[config.mk]
export PLATFORM = sky130hd
export DESIGN_NAME = rxf_top
export DESIGN_NICKNAME = d
export VERILOG_FILES = /design/src/rtl/rxf_pkg.sv /design/src/rtl/rxf_frame_track.sv /design/src/rtl/rxf_addr_capture.sv /design/src/rtl/rxf_hash.sv /design/src/rtl/rxf_decide.sv /design/src/rtl/rxf_top.sv
export SDC_FILE = /design/constraint.sdc
export NUM_CORES = 1
export LEC_CHECK = 0
export BUFFER_PORTS_ARGS = -buffer_cell sky130_fd_sc_hd__buf_4
export CAP_MARGIN = 25
export CORE_UTILIZATION = 35
export DETAILED_ROUTE_END_ITERATION = 12
export HOLD_SLACK_MARGIN = 0.03
export SYNTH_ARGS = -nofsm -noshare
export SYNTH_HDL_FRONTEND = slang
export SYNTH_HIERARCHICAL = 1
export SYNTH_SLANG_ARGS = --single-unit
[constraint.sdc]
create_clock -name clk -period 5.3 [get_ports clk]
set_clock_uncertainty 0.1 [all_clocks]
set_input_delay 0.265 -clock clk [delete_from_list [all_inputs] [get_ports clk]]
set_output_delay 0.265 -clock clk [all_outputs]
set_load 0.01 [all_outputs]
[src/rtl/rxf_pkg.sv]
package rxf_pkg;

    localparam int MAC_W     = 48;
    localparam int MAC_BYTES = MAC_W / 8;

    typedef struct packed {
        logic rx_en;
        logic uc_en;
        logic bc_en;
        logic mc_all_en;
        logic mc_hash_en;
        logic promisc;
        logic inverse;
        logic sa_drop;
    } rxf_cfg_t;

    typedef enum logic [1:0] {
        DK_UNICAST   = 2'd0,
        DK_MULTICAST = 2'd1,
        DK_BROADCAST = 2'd2
    } dest_kind_t;

    // One octet of reflected CRC-32, LSB first, no final inversion.
    function automatic logic [31:0] crc32_octet(logic [31:0] c_in, logic [7:0] oct);
        logic [31:0] c;
        c = c_in;
        for (int i = 0; i < 8; i++) begin
            if (c[0] ^ oct[i]) c = (c >> 1) ^ 32'hEDB8_8320;
            else               c = c >> 1;
        end
        return c;
    endfunction

    function automatic dest_kind_t classify_dest(logic [MAC_W-1:0] da);
        if (&da)         return DK_BROADCAST;
        else if (da[40]) return DK_MULTICAST;
        else             return DK_UNICAST;
    endfunction

endpackage

[src/rtl/rxf_frame_track.sv]
module rxf_frame_track #(
    parameter int MIN_LEN = 12,
    parameter int CNT_W   = $clog2(MIN_LEN + 1)
) (
    input  logic             clk,
    input  logic             rst,
    input  logic             in_sof,
    input  logic             in_eof,
    input  logic             in_vld,
    input  logic             rx_en,
    output logic             octet_take,
    output logic [CNT_W-1:0] octet_pos,
    output logic             frame_end,
    output logic             len_ok,
    output logic             en_eff
);
    localparam logic [CNT_W-1:0] LIMIT = CNT_W'(MIN_LEN);

    logic             active_q;
    logic             en_q;
    logic [CNT_W-1:0] cnt_q;
    logic [CNT_W-1:0] cnt_inc;

    assign octet_take = in_vld & (in_sof | active_q);
    assign octet_pos  = in_sof ? '0 : cnt_q;
    assign cnt_inc    = (octet_pos == LIMIT) ? LIMIT : octet_pos + 1'b1;
    assign frame_end  = octet_take & in_eof;
    assign len_ok     = (cnt_inc >= LIMIT);
    assign en_eff     = in_sof ? rx_en : en_q;

    always_ff @(posedge clk) begin
        if (rst) begin
            active_q <= 1'b0;
            en_q     <= 1'b0;
            cnt_q    <= '0;
        end else if (octet_take) begin
            active_q <= ~in_eof;
            cnt_q    <= cnt_inc;
            if (in_sof) en_q <= rx_en;
        end
    end

endmodule

[src/rtl/rxf_addr_capture.sv]
module rxf_addr_capture
    import rxf_pkg::*;
#(
    parameter int CNT_W = 4
) (
    input  logic             clk,
    input  logic             rst,
    input  logic             octet_take,
    input  logic [CNT_W-1:0] octet_pos,
    input  logic [7:0]       in_data,
    output logic [MAC_W-1:0] da_next,
    output logic [MAC_W-1:0] sa_next
);
    logic [MAC_W-1:0] da_q;
    logic [MAC_W-1:0] sa_q;

    for (genvar k = 0; k < MAC_BYTES; k++) begin : g_lane
        localparam int HI = MAC_W - 1 - 8 * k;
        logic da_hit;
        logic sa_hit;
        assign da_hit = octet_take & (octet_pos == CNT_W'(k));
        assign sa_hit = octet_take & (octet_pos == CNT_W'(k + MAC_BYTES));
        assign da_next[HI -: 8] = da_hit ? in_data : da_q[HI -: 8];
        assign sa_next[HI -: 8] = sa_hit ? in_data : sa_q[HI -: 8];

        always_ff @(posedge clk) begin
            if (rst) begin
                da_q[HI -: 8] <= '0;
                sa_q[HI -: 8] <= '0;
            end else begin
                da_q[HI -: 8] <= da_next[HI -: 8];
                sa_q[HI -: 8] <= sa_next[HI -: 8];
            end
        end
    end

endmodule

[src/rtl/rxf_hash.sv]
module rxf_hash
    import rxf_pkg::*;
#(
    parameter int CNT_W     = 4,
    parameter int HASH_BITS = 6
) (
    input  logic                 clk,
    input  logic                 rst,
    input  logic                 octet_take,
    input  logic [CNT_W-1:0]     octet_pos,
    input  logic [7:0]           in_data,
    output logic [HASH_BITS-1:0] hash_idx
);
    logic [31:0] crc_q;
    logic [31:0] crc_seed;
    logic [31:0] crc_next;

    assign crc_seed = (octet_pos == '0) ? 32'hFFFF_FFFF : crc_q;
    assign crc_next = (octet_take && octet_pos < CNT_W'(MAC_BYTES))
                    ? crc32_octet(crc_seed, in_data) : crc_q;
    assign hash_idx = crc_next[31 -: HASH_BITS];

    always_ff @(posedge clk) begin
        if (rst) crc_q <= 32'hFFFF_FFFF;
        else     crc_q <= crc_next;
    end

endmodule

[src/rtl/rxf_decide.sv]
module rxf_decide
    import rxf_pkg::*;
#(
    parameter int HASH_BITS = 6,
    parameter int TBL_W     = 1 << HASH_BITS
) (
    input  rxf_cfg_t             cfg,
    input  logic                 en_eff,
    input  logic                 len_ok,
    input  logic [MAC_W-1:0]     da,
    input  logic [MAC_W-1:0]     sa,
    input  logic [MAC_W-1:0]     station,
    input  logic [TBL_W-1:0]     table_bits,
    input  logic [HASH_BITS-1:0] hash_idx,
    output logic                 accept
);
    dest_kind_t kind;
    logic uc_hit, mc_hit, bc_hit, match, sel_match, self_src;

    always_comb begin
        kind      = classify_dest(da);
        uc_hit    = (kind == DK_UNICAST) & cfg.uc_en & (da == station);
        mc_hit    = (kind == DK_MULTICAST)
                  & (cfg.mc_all_en | (cfg.mc_hash_en & table_bits[hash_idx]));
        bc_hit    = (kind == DK_BROADCAST) & (cfg.bc_en | cfg.mc_all_en);
        match     = uc_hit | mc_hit;
        sel_match = (kind != DK_BROADCAST) & (cfg.inverse ? ~match : match);
        self_src  = cfg.sa_drop & (sa == station);
        accept    = en_eff & len_ok
                  & (cfg.promisc | (~self_src & (bc_hit | sel_match)));
    end

endmodule

[src/rtl/rxf_top.sv]
module rxf_top
    import rxf_pkg::*;
#(
    parameter int MIN_LEN   = 12,
    parameter int HASH_BITS = 6,
    localparam int TBL_W    = 1 << HASH_BITS,
    localparam int CNT_W    = $clog2(MIN_LEN + 1)
) (
    input  logic             clk,
    input  logic             rst,
    input  logic             in_sof,
    input  logic             in_eof,
    input  logic             in_vld,
    input  logic [7:0]       in_data,
    input  logic [MAC_W-1:0] station_addr,
    input  logic [TBL_W-1:0] hash_table,
    input  logic             cfg_rx_en,
    input  logic             cfg_uc_en,
    input  logic             cfg_bc_en,
    input  logic             cfg_mc_all_en,
    input  logic             cfg_mc_hash_en,
    input  logic             cfg_promisc,
    input  logic             cfg_inverse,
    input  logic             cfg_sa_drop,
    output logic             verdict_vld,
    output logic             verdict_accept
);
    rxf_cfg_t             cfg;
    logic                 octet_take, frame_end, len_ok, en_eff, accept;
    logic [CNT_W-1:0]     octet_pos;
    logic [MAC_W-1:0]     da_next, sa_next;
    logic [HASH_BITS-1:0] hash_idx;

    assign cfg = '{rx_en: cfg_rx_en, uc_en: cfg_uc_en, bc_en: cfg_bc_en,
                   mc_all_en: cfg_mc_all_en, mc_hash_en: cfg_mc_hash_en,
                   promisc: cfg_promisc, inverse: cfg_inverse, sa_drop: cfg_sa_drop};

    rxf_frame_track #(.MIN_LEN(MIN_LEN), .CNT_W(CNT_W)) u_track (
        .clk(clk), .rst(rst), .in_sof(in_sof), .in_eof(in_eof), .in_vld(in_vld),
        .rx_en(cfg.rx_en), .octet_take(octet_take), .octet_pos(octet_pos),
        .frame_end(frame_end), .len_ok(len_ok), .en_eff(en_eff)
    );

    rxf_addr_capture #(.CNT_W(CNT_W)) u_cap (
        .clk(clk), .rst(rst), .octet_take(octet_take), .octet_pos(octet_pos),
        .in_data(in_data), .da_next(da_next), .sa_next(sa_next)
    );

    rxf_hash #(.CNT_W(CNT_W), .HASH_BITS(HASH_BITS)) u_hash (
        .clk(clk), .rst(rst), .octet_take(octet_take), .octet_pos(octet_pos),
        .in_data(in_data), .hash_idx(hash_idx)
    );

    rxf_decide #(.HASH_BITS(HASH_BITS)) u_dec (
        .cfg(cfg), .en_eff(en_eff), .len_ok(len_ok), .da(da_next), .sa(sa_next),
        .station(station_addr), .table_bits(hash_table), .hash_idx(hash_idx),
        .accept(accept)
    );

    always_ff @(posedge clk) begin
        if (rst) begin
            verdict_vld    <= 1'b0;
            verdict_accept <= 1'b0;
        end else begin
            verdict_vld    <= frame_end;
            verdict_accept <= frame_end & accept;
        end
    end

endmodule

* After elaboration in Yosys (flattened, before gate mapping)
Index checks and enable logic that the tools add are counted.
** Cells by class
- $add $sub $neg :: 1
- Multipliers :: 0
- Divide/modulo/power cells :: 0
- $lt $le $gt $ge :: 3
- Equal/unequal tests :: 17
- Shifts and indexed selects :: 0
- Mux-type cells :: 30
- Bitwise operators :: 50
- Reductions and logical operators :: 4
** Operators with widths (count)
- $mux 32 :: 10
- $not 13->14 :: 8
- $eq 48x48->1 :: 2
- $mux 8 :: 12
- $reduce_and 48->1 :: 1
- $and 1x1->1 :: 25
- $eq 4x4->1 const B :: 5
- $eq 4x3->1 const B :: 4
- $eq 4x2->1 const B :: 2
- $mux 4 :: 2
- $xor 1x1->1 :: 8
- $lt 6x7->1 const B :: 1
- $bmux 1 s6 :: 1
- $or 1x1->1 :: 6
- $add 4x1->4 const B :: 1
- $eq 4x1->1 const B :: 1
- $ge 4x4->1 const B :: 1
- $logic_not 4->1 :: 1
- $lt 4x3->1 const B :: 1
- $mux 1 :: 4
- $not 1->1 :: 3
- $eq 2x1->1 const B :: 1
- $eq 2x2->1 const B :: 1
- $logic_not 2->1 :: 1
- other kinds (3) :: 3
** Word-level totals
- Bits in registers :: 136
- Latch bits :: 0
- Bits in writable memories :: 0
- Memory bits (read-only) :: 0
- Bits of input ports :: 133
- Output and inout bits :: 2
- Memories kept :: 0

* Longest topological paths before layout
Gate-level depths: netlist (run 1).
- Word-level depth :: 34
- Gate-level depth with buffers :: 22
- Depth with buffers taken out :: 17

* Modules after synthesis
Netlist (run 1), hierarchy kept.
** Modules (own cells, without submodules)
- rxf_addr_capture :: instances 1, cells an instance 454, area each 5049.8 µm², seq. area each 1921.8 µm²
- rxf_hash :: instances 1, cells an instance 270, area each 2486.1 µm², seq. area each 640.6 µm²
- rxf_decide :: instances 1, cells an instance 208, area each 1818.0 µm², seq. area each 0.0 µm²
- rxf_frame_track :: instances 1, cells an instance 44, area each 346.6 µm², seq. area each 120.1 µm²
- rxf_top :: instances 1, cells an instance 4, area each 55.1 µm², seq. area each 40.0 µm²

* Worst setup path after synthesis (run 1)
Ideal clock, no wire load.
- Path type :: input to register
- Start point :: in in_sof
- End point :: reg verdict_accept
- Setup time :: 116 ps
- Arrival time :: 4363 ps
- Data required time :: 5084 ps
- Slack :: 721 ps
- Stages on the path :: 19
- Buffers on the path :: 4
- Path through :: buf_6 > nor2b_1 > nor4_4 > buf_6 > o21a_2 > nor2_4 > xnor2_1 > xnor3_1 > o21ai_1 > buf_6 > buf_12 > mux4_2 > mux4_2 > nor4b_2 > nor2_1 > a31oi_1 > xor2_1 > a31oi_1 > and3b_1
** Between the ends
- Elaborated cells between the ends (all ways) :: 101
- Those cells by class :: add/sub: 1; order compare: 2; eq/ne: 17; mux: 30; bitwise: 47; reduce/logical: 4
** RTL lines
- start: declaration :: RTL line rxf_top.sv:11 : input logic in_sof,
- $mux 4 (*) :: RTL line rxf_frame_track.sv:25 : assign octet_pos = in_sof ? '0 : cnt_q;
- net octet_pos[3] :: RTL line rxf_top.sv:30 : logic [CNT_W-1:0] octet_pos;
- $logic_not 4->1 :: RTL line rxf_hash.sv:18 : assign crc_seed = (octet_pos == '0) ? 32'hFFFF_FFFF : crc_q;
- $mux 32 :: RTL line rxf_hash.sv:18
- $mux 32 (3 in a row) :: RTL line rxf_pkg.sv:28 : if (c[0] ^ oct[i]) c = (c >> 1) ^ 32'hEDB8_8320;
- $xor 1x1->1 :: RTL line rxf_pkg.sv:28
- $mux 32 :: RTL line rxf_pkg.sv:28
- $not 13->14 (no line)
- [7 not listed]
- net hash_idx[1] :: RTL line rxf_top.sv:32 : logic [HASH_BITS-1:0] hash_idx;
- [7 not listed]
- $mux 1 (*) :: RTL line rxf_decide.sv:27 : sel_match = (kind != DK_BROADCAST) & (cfg.inverse ? ~match : match);
- $and 1x1->1 (*) :: RTL line rxf_decide.sv:27
- $or 1x1->1 (*) :: RTL line rxf_decide.sv:30 : & (cfg.promisc | (~self_src & (bc_hit | sel_match)));
- $and 1x1->1 (*) :: RTL line rxf_decide.sv:30
- $or 1x1->1 (*) :: RTL line rxf_decide.sv:30
- $and 1x1->1 (*) :: RTL line rxf_decide.sv:30
- net accept :: RTL line rxf_top.sv:29 : logic octet_take, frame_end, len_ok, en_eff, accept;
- $and 1x1->1 (*) :: RTL line rxf_top.sv:66 : verdict_accept <= frame_end & accept;
- end signal: assignment :: RTL line rxf_top.sv:66
- end: declaration :: RTL line rxf_top.sv:26 : output logic verdict_accept
The timed path passes the listed nets; every way through them passes the cells marked *. The select of a mux whose other input is x is not followed.
A chain may end at the register's enable or synchronous reset.

* Worst setup path in the final report (run 1)
- Start point :: reg u_track.cnt_q[0]
- End point :: reg verdict_accept
** Between the ends
- Elaborated cells between the ends (all ways) :: 97
- Those cells by class :: add/sub: 1; order compare: 2; eq/ne: 17; mux: 29; bitwise: 44; reduce/logical: 4
** RTL lines
- start: declaration :: RTL line rxf_frame_track.sv:21 : logic [CNT_W-1:0] cnt_q;
- start signal: assignment :: RTL line rxf_frame_track.sv:38 : cnt_q <= cnt_inc;
- $mux 4 (*) :: RTL line rxf_frame_track.sv:25
- net octet_pos[0] :: RTL line rxf_top.sv:30
- $logic_not 4->1 :: RTL line rxf_hash.sv:18
- $mux 32 :: RTL line rxf_hash.sv:18
- $mux 32 (3 in a row) :: RTL line rxf_pkg.sv:28
- $xor 1x1->1 :: RTL line rxf_pkg.sv:28
- $mux 32 :: RTL line rxf_pkg.sv:28
- $not 13->14 (no line)
- [7 not listed]
- net hash_idx[1] :: RTL line rxf_top.sv:32
- [7 not listed]
- $mux 1 (*) :: RTL line rxf_decide.sv:27
- $and 1x1->1 (*) :: RTL line rxf_decide.sv:27
- $or 1x1->1 (*) :: RTL line rxf_decide.sv:30
- $and 1x1->1 (*) :: RTL line rxf_decide.sv:30
- $or 1x1->1 (*) :: RTL line rxf_decide.sv:30
- $and 1x1->1 (*) :: RTL line rxf_decide.sv:30
- net accept :: RTL line rxf_top.sv:29
- $and 1x1->1 (*) :: RTL line rxf_top.sv:66
Marks and branches as above.

==> out/metrics.csv, run 1 <==
metric,value,unit
RR Endpoint,verdict_accept,
Async SR Flop Fraction,0,%
largest net degree at the start of global routing,46,
first-pass GRT wire length,45700,um
# diodes,0,
CP peak stage delay,580,ps
Post-synth EDFFs,0,
most frequent CP cell,a31oi_1,
total wire length,29900,um
vias in the first global route,7515,
max_cap viols,0,
proportion of layout cells with a drive suffix above 1,30.3,%
P&R area growth vs syn,18.3,%
DR WL/cell,20.4,um
die area,0.0285,mm2
slack of the worst reg-to-reg path,420,ps
Die Ht,169,um
Setup crit end kind,flop,
multi-input logic area,0.00658,mm2
Tot Pwr,3010,uW
"commonest non-fill, non-tap cell in the layout",buf_4,
outcome,"finished, final reports clean",
post-synthesis register bit count,136,
core box area,0.0272,mm2
logic gate share of total power,21.0,%
CP max-delay cell,mux4_1,
hold depth,4,
clock power share,43.1,%
Power Internal,2160,uW
Rel. slew slack,38.2,%
Final Slew Violations,0,
Cell variety after synth,68,
actual slew at the worst max-slew pin,926,ps
Hold EP,u_track/cnt_q[3],
Final period util,92.0,%
Final Hold Vio Count,0,
final core occ,42.5,%
CTS Buf Count,17,
Clock Latency Late Sink,430,ps
Syn Inst Count,980,
clock tree from TritonCTS,yes,
Sw Ratio,28.1,%
sequential cell area fraction in the yosys report,27.9,%
vias per cell,5.15,
io pins,135,
Critical Path Start Type,flop,
clock slew at reported path FFs,60,ps
gr ovfl total,0,
net count after synthesis,1113,
Setup Total Neg Slack,0,ps
clock root cell,clkbuf_16,
# setup viols final,0,
post-CTS setup buffers,0,
initial core utilization,35.9,%
residual DRC count,0,
yosys warns,6,
Register-to-Register Path Depth,16,
Reg area,0.00272,mm2
Die Wd,169,um
critical path data required time,5520,ps
Static Leak,0.00513,uW
HPWL after detailed placement,22200,um
initial antenna violation count,0,
nets,1212,
gp weighted congestion,0.941,
top_reg_cell synth,dfxtp_1,
RSZ-0062 raised after global routing,no,
pwr/cell area,260,mW/mm2
std cell rows,60,
worst r2r src,u_track/cnt_q[0],
CP Class,flop to flop,
critical-path cell list,nor2b_2 -> nor4_4 -> nor2_2 -> xnor2_4 -> xnor2_1 -> xnor3_1 -> o21ai_1 -> buf_4 -> mux4_1 -> mux4_2 -> nor4b_2 -> nor2_1 -> a31oi_1 -> xor2_1 -> a31oi_1 -> and3b_1,
Tmin final,4880,ps
TritonCTS Sinks,136,
Seq pwr share,35.9,%
worst hold path type,input pin to flop,
Crit Path Max Fanout,14,
DRT iter0 DRCs,513,
Antenna Violating Nets Remaining,0,
DR vias,7537,
worst hold start,in_vld,
aggregate global-route resource usage,21.4,%
synthesized area per cell,9.95,um2
CTS max path bufs,2,
Fmax,205,MHz
first drt pass iteration count,5,
most frequent cells in the layout,"buf_4, dfxtp_1, nand2b_1",
htree depth,4,
NetSw,844,uW
FILL cells,2688,
Max VDD drop,0.127,mV
Post-Syn Area,0.00976,mm2
CP Data Arrival Time,5100,ps
port bufs,134,
## logic make-up (layout without fill, tap and decap cells)
kind of cell	after synthesis	after routing	share of synthesized area [%]
DFF	136	136	27.9
buffers and inverters	79	191	4.67
and+or+nand+nor	298	298	18.2
muxes	216	216	25.5
AOI/OAI and AO/OA	75	75	5.57
xor gates and xnor gates	176	176	18.1
## stage by stage
step                cells  hold slack [ps]  cell area, um2  setup slack (ps)
finish               1464              121           11500               423
global route         1464              123           11500              40.6
CTS                  1464              111           11500               362
detailed placement   1432              363           10900               274
global placement     1432              355           10900               401
floorplan             980              234            9760               721
## cells in the mapped netlist (9+ instances only)
library cell	n	area share (%)
inv_1	11	0.42
mux2i_1	96	9.8
mux2_2	106	12
nand2_2	9	0.58
buf_6	16	1.8
o211ai_1	20	1.5
nand2_1	41	1.6
nand2b_1	110	7.1
clkbuf_1	41	1.6
xor2_1	72	6.5
dfxtp_1	136	28
nor4_1	19	1.2
nor3_1	13	0.67
nand4_1	23	1.5
xnor2_1	88	7.9
nor2_1	34	1.3
and2_1	11	0.71
## critical path, delay by kind of cell (launching register included)
family | cells | cell delay, ps
AOI/OAI and AO/OA | 3 | 430
muxes | 2 | 1070
DFF | 1 | 360
buffers and inverters | 1 | 270
and+or+nand+nor | 6 | 1370
xor gates and xnor gates | 4 | 1170
## flip-flops by register name, indices dropped and copies added, names as in the netlist
signal / cells
u_track/cnt_q: 4
verdict_accept: 1
u_track/active_q: 1
u_track/en_q: 1
u_cap/sa_q: 48
verdict_vld: 1
u_hash/crc_q: 32
u_cap/da_q: 48
## cell type report
cell class	count	area share, %
timing repair buffer	148	9.62
clock inverter	13	1.68
clock buffer	19	3.75
inverter	11	0.358
sequential	136	23.6
tap	372	4.03
multi-input combinational	765	57.0
## power groups by stage
stage          sequential, uW  clock (uW)  combinational, uW
4_1_cts                  1080        1310                631
5_1_grt                  1080        1360                674
2_1_floorplan            1090           0                436
6_report                 1080        1300                631
3_5_place_dp             1100           0                626
3_3_place_gp             1100           0                625
## routing by layer
| layer | wire length (um) | track usage, % | vias to the layer above |
|---|---|---|---|
| li1 | - | - | 3619 |
| met1 | 14100 | 29.6 | 3606 |
| met2 | 13300 | 33.2 | 272 |
| met3 | 1850 | 3.74 | 40 |
| met4 | 654 | 7.51 | 0 |
| met5 | 0 | 0 | - |
## what timing repair did
action	4_1_cts	5_1_grt
hold buffers	0	0
setup endpoints to repair	0	1
resized for setup	0	0
## how the worst max path moves through the flow
stage / startpoint / to / slack, ps
floorplan: in_sof / verdict_accept / 720
global placement: in_sof / verdict_accept / 400
detailed placement: in_sof / verdict_accept / 270
CTS: u_track/cnt_q[2] / verdict_accept / 360
global route: u_track/cnt_q[0] / verdict_accept / 40
finish: u_track/cnt_q[0] / verdict_accept / 420
(Power assumes the default switching activity.)
==> run 2: changes to the inputs <==
--- a/config.mk
+++ b/config.mk
@@ -10,6 +10,8 @@
 export CORE_UTILIZATION = 35
 export DETAILED_ROUTE_END_ITERATION = 12
 export HOLD_SLACK_MARGIN = 0.03
+export RECOVER_POWER = 25
+export SKIP_LAST_GASP = 1
 export SYNTH_ARGS = -nofsm -noshare
 export SYNTH_HDL_FRONTEND = slang
 export SYNTH_HIERARCHICAL = 1
==> out/metrics.csv, run 2 (synthesis gave the netlist of run 1 again) <==
metric,value,unit
residual DRC count,0,
CTS max path bufs,2,
actual slew at the worst max-slew pin,1040,ps
multi-input logic area,0.00652,mm2
clock root cell,clkbuf_16,
core box area,0.0272,mm2
P&R area growth vs syn,17.6,%
clock tree from TritonCTS,yes,
port bufs,134,
die area,0.0285,mm2
nets,1212,
Setup crit end kind,flop,
gr ovfl total,0,
"Hold-fix buffers, CTS",0,
FILL cells,2695,
Final Slew Violations,0,
pwr/cell area,262,mW/mm2
first drt pass iteration count,6,
RSZ-0062 raised after global routing,no,
HPWL after detailed placement,22200,um
TritonCTS Sinks,136,
Final period util,93.4,%
max_cap viols,0,
Die Ht,169,um
io pins,135,
Critical Path Start Type,flop,
clock slew at reported path FFs,60,ps
Largest regs,"u_cap/da_q (48), u_cap/sa_q (48), u_hash/crc_q (32)",
final core occ,42.2,%
Rel. slew slack,30.6,%
aggregate global-route resource usage,21.4,%
Clock Latency Late Sink,430,ps
proportion of layout cells with a drive suffix above 1,29.4,%
most frequent cells in the layout,"buf_4, dfxtp_1, nand2b_1",
largest net degree at the start of global routing,46,
outcome,"finished, final reports clean",
worst hold path type,input pin to flop,
Tmin final,4950,ps
vias per cell,5.16,
# diodes,0,
CP Data Arrival Time,5170,ps
vias in the first global route,7515,
CTS Buf Count,17,
Fmax,202,MHz
# setup viols final,0,
CP Class,flop to flop,
std cell rows,60,
gp weighted congestion,0.941,
DRT iter0 DRCs,501,
DR WL/cell,20.4,um
initial antenna violation count,0,
Setup Total Neg Slack,0,ps
initial core utilization,35.9,%
first-pass GRT wire length,45700,um
critical path data required time,5520,ps
Reg area,0.00272,mm2
Static Leak,0.00511,uW
post-CTS setup buffers,0,
Max VDD drop,0.126,mV
Final Hold Vio Count,0,
Crit Path Max Fanout,16,
htree depth,4,
CTS resizes,0,
"commonest non-fill, non-tap cell in the layout",buf_4,
total wire length,29900,um
DR vias,7556,
Antenna Violating Nets Remaining,0,
Die Wd,169,um
[run 2: cell type report]
class	count	share of cell area (%)
Sequential cell	136	23.7
Timing Repair Buffer	148	9.62
Clock inverter	13	1.69
Clock buffer	19	3.77
Multi-Input combinational cell	765	56.8
Tap cell	372	4.06
Inverter	11	0.360
[run 2: through the flow]
step / total power [uW] / setup slack [ps] / hold WS (ps) / instance area, um2 / instances
after floorplan: 1530 / 721 / 234 / 9760 / 980
after global placement: 1730 / 401 / 355 / 10900 / 1432
after detailed placement: 1730 / 274 / 363 / 10900 / 1432
after CTS: 3020 / 362 / 111 / 11500 / 1464
after global routing: 3120 / 23.5 / 116 / 11500 / 1464
final: 3000 / 352 / 112 / 11500 / 1464
[run 2: path summary, 6_finish.rpt]
kind	startpoint	end	slack [ps]	depth (start not counted)
worst max-delay path	u_track/active_q	verdict_accept	350	14
worst min-delay path	in_sof	u_track/cnt_q[2]	110	3
worst max register to register	u_track/active_q	verdict_accept	350	14
worst min register to register	u_cap/sa_q[0]	u_cap/sa_q[0]	370	2
[run 2: worst max-delay path: stages (launching register included)]
cell	delay [ps]
dfxtp_1	380
o21ai_0	240
inv_1	300
nor3b_1	630
nand3_1	860
mux2_2	630
xnor2_1	150
nand4_1	110
nor4_1	330
nand4_1	130
o21ai_1	420
a31oi_1	100
xor2_1	180
a31oi_1	100
and3b_1	180
[run 2: layer usage]
| metal | up-vias | track usage, % | part of all wire, % |
|---|---|---|---|
| met5 | - | 0 | 0 |
| met1 | 3628 | 29.6 | 48 |
| met2 | 254 | 33.2 | 44 |
| met4 | 0 | 7.51 | 2.3 |
| met3 | 50 | 3.74 | 5.5 |
| li1 | 3624 | - | - |
[run 2: power by group]
part           internal [uW]  leakage [uW]  total, uW  switching (uW)
sequential              1050       0.00110       1080            26.1
clock                    795      0.000297       1300             500
combinational            314       0.00371        628             314
total                   2160       0.00511       3000             841
